--- src/rtl/sa_acc_pkg.sv ---
package sa_acc_pkg;

    localparam int ROWS     = 4;
    localparam int CYCLES   = 4;
    localparam int PSUM_W   = 9;
    localparam int HE_W     = 7;
    localparam int SHIFT_W  = 3;

    function automatic int imax(input int a, input int b);
        return (a > b) ? a : b;
    endfunction

    // signed width of one cycle sum in each mode
    localparam int HP_SUM_W = PSUM_W + ROWS;
    localparam int HE_SUM_W = HE_W + (1 << SHIFT_W);
    localparam int TERM_W   = imax(HP_SUM_W, HE_SUM_W);
    localparam int ACC_W    = TERM_W + CYCLES;
    localparam int CNT_W    = $clog2(CYCLES);

    typedef enum logic {
        MODE_PRECISE   = 1'b0,
        MODE_EFFICIENT = 1'b1
    } acc_mode_e;

    typedef struct packed {
        acc_mode_e          mode;
        logic [SHIFT_W-1:0] shift;
    } acc_cfg_t;

endpackage

--- src/rtl/sa_row_combiner.sv ---
module sa_row_combiner
    import sa_acc_pkg::*;
(
    input  logic [ROWS*PSUM_W-1:0]   rows,
    output logic signed [TERM_W-1:0] sum
);
    logic signed [TERM_W-1:0] wt [ROWS];

    for (genvar r = 0; r < ROWS; r++) begin : g_row
        logic signed [TERM_W-1:0] mag;
        assign mag = signed'({{(TERM_W-PSUM_W){1'b0}}, rows[r*PSUM_W +: PSUM_W]}) <<< r;
        if (r == ROWS-1) begin : g_neg
            assign wt[r] = -mag;
        end else begin : g_pos
            assign wt[r] = mag;
        end
    end

    always_comb begin
        sum = '0;
        for (int r = 0; r < ROWS; r++) begin
            sum = sum + wt[r];
        end
    end
endmodule

--- src/rtl/sa_range_shifter.sv ---
module sa_range_shifter
    import sa_acc_pkg::*;
(
    input  logic [HE_W-1:0]          code,
    input  logic [SHIFT_W-1:0]       shift,
    output logic signed [TERM_W-1:0] sum
);
    assign sum = signed'({{(TERM_W-HE_W){1'b0}}, code} << shift);
endmodule

--- src/rtl/sa_cycle_accum.sv ---
module sa_cycle_accum
    import sa_acc_pkg::*;
(
    input  logic                     clk,
    input  logic                     rst,
    input  logic                     start,
    input  logic                     beat,
    input  logic signed [TERM_W-1:0] cycle_sum,
    output logic                     busy,
    output logic                     done,
    output logic signed [ACC_W-1:0]  result
);
    logic [CNT_W-1:0]        cnt;
    logic signed [ACC_W-1:0] acc;
    logic signed [ACC_W-1:0] ext;
    logic signed [ACC_W-1:0] weighted;
    logic signed [ACC_W-1:0] acc_next;

    assign ext = {{(ACC_W-TERM_W){cycle_sum[TERM_W-1]}}, cycle_sum};

    always_comb begin
        weighted = ext <<< cnt;
        if (cnt == CNT_W'(CYCLES-1)) begin
            weighted = -weighted;
        end
        acc_next = acc + weighted;
    end

    always_ff @(posedge clk) begin
        if (rst) begin
            busy   <= 1'b0;
            done   <= 1'b0;
            cnt    <= '0;
            acc    <= '0;
            result <= '0;
        end else begin
            done <= 1'b0;
            if (start) begin
                busy <= 1'b1;
                cnt  <= '0;
                acc  <= '0;
            end else if (beat) begin
                if (cnt == CNT_W'(CYCLES-1)) begin
                    busy   <= 1'b0;
                    done   <= 1'b1;
                    result <= acc_next;
                    cnt    <= '0;
                    acc    <= '0;
                end else begin
                    acc <= acc_next;
                    cnt <= cnt + 1'b1;
                end
            end
        end
    end
endmodule

--- src/rtl/sa_dual_acc.sv ---
module sa_dual_acc
    import sa_acc_pkg::*;
(
    input  logic                     clk,
    input  logic                     rst,
    input  logic                     start,
    input  logic                     mode_sel,
    input  logic [SHIFT_W-1:0]       range_shift,
    input  logic                     in_valid,
    output logic                     in_ready,
    input  logic [ROWS*PSUM_W-1:0]   row_psum,
    input  logic [HE_W-1:0]          conv_psum,
    output logic                     out_valid,
    output logic signed [ACC_W-1:0]  out_result
);
    acc_cfg_t                 cfg_q;
    logic signed [TERM_W-1:0] hp_sum;
    logic signed [TERM_W-1:0] he_sum;
    logic signed [TERM_W-1:0] cycle_sum;
    logic                     busy;
    logic                     beat;

    always_ff @(posedge clk) begin
        if (rst) begin
            cfg_q <= '{mode: MODE_PRECISE, shift: '0};
        end else if (start) begin
            cfg_q <= '{mode: acc_mode_e'(mode_sel), shift: range_shift};
        end
    end

    sa_row_combiner u_rows (
        .rows (row_psum),
        .sum  (hp_sum)
    );

    sa_range_shifter u_range (
        .code  (conv_psum),
        .shift (cfg_q.shift),
        .sum   (he_sum)
    );

    assign cycle_sum = (cfg_q.mode == MODE_EFFICIENT) ? he_sum : hp_sum;
    assign beat      = in_valid && busy;
    assign in_ready  = busy;

    sa_cycle_accum u_acc (
        .clk       (clk),
        .rst       (rst),
        .start     (start),
        .beat      (beat),
        .cycle_sum (cycle_sum),
        .busy      (busy),
        .done      (out_valid),
        .result    (out_result)
    );
endmodule

--- config.mk ---
export PLATFORM = sky130hd
export DESIGN_NAME = sa_dual_acc
export DESIGN_NICKNAME = d
export VERILOG_FILES = /design/src/rtl/sa_acc_pkg.sv /design/src/rtl/sa_row_combiner.sv /design/src/rtl/sa_range_shifter.sv /design/src/rtl/sa_cycle_accum.sv /design/src/rtl/sa_dual_acc.sv
export SDC_FILE = /design/constraint.sdc
export NUM_CORES = 1
export LEC_CHECK = 0
export BUFFER_PORTS_ARGS = -buffer_cell sky130_fd_sc_hd__buf_2
export CORE_ASPECT_RATIO = 1.75
export CORE_UTILIZATION = 40
export CTS_BUF_LIST = sky130_fd_sc_hd__clkbuf_4
export CTS_CLUSTER_SIZE = 10
export DETAILED_ROUTE_END_ITERATION = 16
export PLACE_DENSITY = 0.66
export REMOVE_ABC_BUFFERS = 1
export SLEW_MARGIN = 10
export SYNTH_ARGS = -nofsm -noshare
export SYNTH_HDL_FRONTEND = slang
export SYNTH_SLANG_ARGS = --single-unit
--- constraint.sdc ---
create_clock -name clk -period 7.62 [get_ports clk]
set_input_delay 2.286 -clock clk [delete_from_list [all_inputs] [get_ports clk]]
set_output_delay 2.286 -clock clk [all_outputs]
set_load 0.05 [all_outputs]
==> metrics.csv <==
metric,value,unit
Register Area,920.9,um2
Logic pwr share,77.4,%
clk_skew,0.01366,ns
CTS Buffer Depth,2,
cell row count,53,
CP startpoint kind,input port,
Pwr Total,1.688,mW
global-route wire length before repair,23.56,mm
# IOs,72,
final net count,882,
most numerous cell in the Yosys netlist,nor2_1,
vias in the first global route,5313,
largest net degree at the start of global routing,35,
failing checks,setup timing,
initial antenna violation count,1,
Post-synth top cells,"nor2_1, a21oi_1, dfxtp_1, inv_1, ha_1",
period utilization,102.1,%
worst-skew pair later-pin latency,0.39,ns
share of cells above drive strength 1,37.42,%
Syn. warnings,0,
DR WL/cell,15.18,um
Post-Syn Area per Cell,7.868,um2
drt pass-1 iters,5,
Synth top area share,18.76,%
CTS tree,built,
Core Footprint,12000,um2
crit path capture type,flip-flop,
Initial Util,40.90,%
type of the worst setup path,in2reg,
Crit-path slowest cell,fa_1,
Crit Path Max Fanout,4,
Clock Power Share,7.4,%
WP data arrival,8.11,ns
dpl hpwl,10.97,mm
PortBufs,71,
GRT Residual Overflow,0,
gate count after technology mapping,624,
die area,12740,um2
clk sinks,46,
library cells used by synthesis,75,
pwr/cell area,248.8,nW/um2
final hold viol count,0,
status,"complete, but fails checks",
Worst path max stage delay,0.48,ns
fin. max-slew vios,0,
Final Setup Violations,2,
predominant post-synthesis flop cell,dfxtp_1,
Pleak,2.967,nW
HP Class,reg2reg,
met2 Use GR,46.32,%
"EDFF count, synth",0,
cts bufs inserted,5,
H-tree levels,2,
area of the multi-input gates,4202,um2
Yosys top cell by area,dfxtp_1,
worst setup margin,-0.1612,ns
ys async rst share,0,%
Synth Cell Area,4910,um2
"delay-heaviest family, CP",compound AO/OA/AOI/OAI gates,
Net Switching,727.6,uW
worst-margin pin slew,1.131,ns
clock root cell,clkbuf_4,
Iter 0 DRT Violations,164,
chip width,85.75,um
Cell Int Power,960.5,uW
area grow syn2layout,38.23,%
grt peak-use layer,met2,
Seq pwr share,15.2,%
sequential share of the synthesized area,18.76,%
met1 Usage GRT,21.80,%
Placement Setup Slack,-0.9236,ns
Total GRT Usage,22.79,%
# fillers,1096,
met3 global-route usage,1.720,%
Sw Share,43.10,%
final WL,14.41,mm
Synth area leaders,"dfxtp_1, ha_1, xnor2_1, nor2_1, a21oi_1",
Crit path buffers/inverters,4,
Critical Path RT,7.95,ns
die height,148.6,um
Final min period,7.781,ns
hold buffer count at CTS,0,
Post-Layout Inst Area,6787,um2
Max Fclk,128.5,MHz
register bit total from synthesis,46,
MaxCap Viol Count,0,
area post-placement,6073,um2
Peak supply drop,0.0001601,V
DRC Markers,0,
Routed Antenna Nets,0,
RSZ-0062 raised after global routing,true,
Vias per Instance,5.505,
Max-Slew Margin vs Limit,24.34,%
Clock Pin Slew Worst Setup and Hold Paths,0.13,ns
vias post-DR,5224,
RD Place Congestion,0.9226,
==> final timing paths <==
kind,from,end,slack (ns),depth (start not counted)
worst min register to register,u_acc.result[18]$_SDFFE_PP0P_,u_acc.result[18]$_SDFFE_PP0P_,0.46,2
worst max register to register,u_acc.cnt[1]$_SDFFE_PP0P_,u_acc.acc[18]$_SDFFE_PP0P_,2.37,16
worst min-delay path,u_acc.result[18]$_SDFFE_PP0P_,u_acc.result[18]$_SDFFE_PP0P_,0.46,2
worst max-delay path,row_psum[1],u_acc.acc[18]$_SDFFE_PP0P_,-0.16,32
==> timing repair <==
action                                  in CTS  in global routing
resized for setup                           53                 54
setup buffers                                7                  9
endpoints found under the setup margin      10                 12
pin swaps                                   32                 33
cloned                                       0                  0
==> through the flow <==
step / util (%) / TNS, ns / hold slack [ns] / std cells
after floorplan: - / -0.9094 / 0.4362 / 591
after global placement: 50.60 / -6.047 / 0.4319 / 926
after detailed placement: 50.60 / -8.298 / 0.4411 / 926
after CTS: 53.56 / -0.2403 / 0.4639 / 940
after global routing: 56.54 / -2.480 / 0.4798 / 949
final: 56.54 / -0.1966 / 0.4586 / 949
==> final cells by class <==
| class | count | area share, % |
|---|---|---|
| clock buffer | 6 | 0.6637 |
| multi-input combinational | 504 | 61.91 |
| timing repair buffer | 184 | 18.31 |
| antenna | 1 | 0.03687 |
| sequential | 46 | 13.57 |
| inverter | 41 | 2.268 |
| tap | 165 | 3.042 |
| clock inverter | 2 | 0.2028 |
==> power groups by stage <==
| stage | logic [mW] | clock network [mW] | registers [mW] |
|---|---|---|---|
| 4_1_cts | 1.15 | 0.127 | 0.256 |
| 2_1_floorplan | 0.654 | 0 | 0.262 |
| 3_5_place_dp | 1.05 | 0 | 0.261 |
| 3_3_place_gp | 1.03 | 0 | 0.261 |
| 6_report | 1.31 | 0.125 | 0.257 |
| 5_1_grt | 1.42 | 0.138 | 0.258 |
==> flip-flops by register name (all words and copies together), names as in the netlist <==
name,flops
cfg_q,4
u_acc.acc,19
u_acc.busy,1
u_acc.cnt,2
u_acc.done,1
u_acc.result,19
==> worst reg2reg max path, stage by stage (launching register included) <==
cell and delay [ns]:
dfxtp_1 0.98, ha_1 0.84, inv_1 0.42, nor2_1 0.24
xnor2_1 0.14, ha_1 0.28, nor2b_1 0.14, o21ai_1 0.15
a21oi_1 0.16, o41ai_4 0.31, o21ai_2 0.15, o41ai_4 0.27
o21ai_2 0.12, o41ai_2 0.29, xnor2_1 0.13, or4_1 0.42
a31oi_1 0.14
==> kinds of logic after synthesis <==
family / Yosys count / share of synthesized area (%)
xor gates and xnor gates: 40 / 7.416
buffers and inverters: 74 / 6.014
adders and majority gates: 49 / 14.02
muxes: 28 / 7.059
and+or+nand+nor: 190 / 18.43
DFF: 46 / 18.76
AOI/OAI and AO/OA: 197 / 28.31
==> routing by layer <==
| layer | part of all wire [%] | up-vias |
|---|---|---|
| li1 | - | 2617 |
| met1 | 36 | 2453 |
| met2 | 58 | 116 |
| met3 | 2.1 | 38 |
| met4 | 4.2 | 0 |
| met5 | 0 | - |
==> placed cells by master (no fill, tap or decap), types with 9 or more instances in the layout <==
cell and n:
xnor2_1 26, a21oi_2 11, o21ai_0 20, o21ai_1 9
nand3_1 15, nor3_1 11, ha_1 29, buf_2 69
mux2i_1 11, buf_6 9, mux2_2 9, nor2_1 64
a22oi_1 17, a22o_1 17, dfxtp_1 46, inv_1 40
buf_4 106, fa_1 9, nand2_1 36, a21oi_1 35
Note: power is estimated with default switching activity, not from simulation.
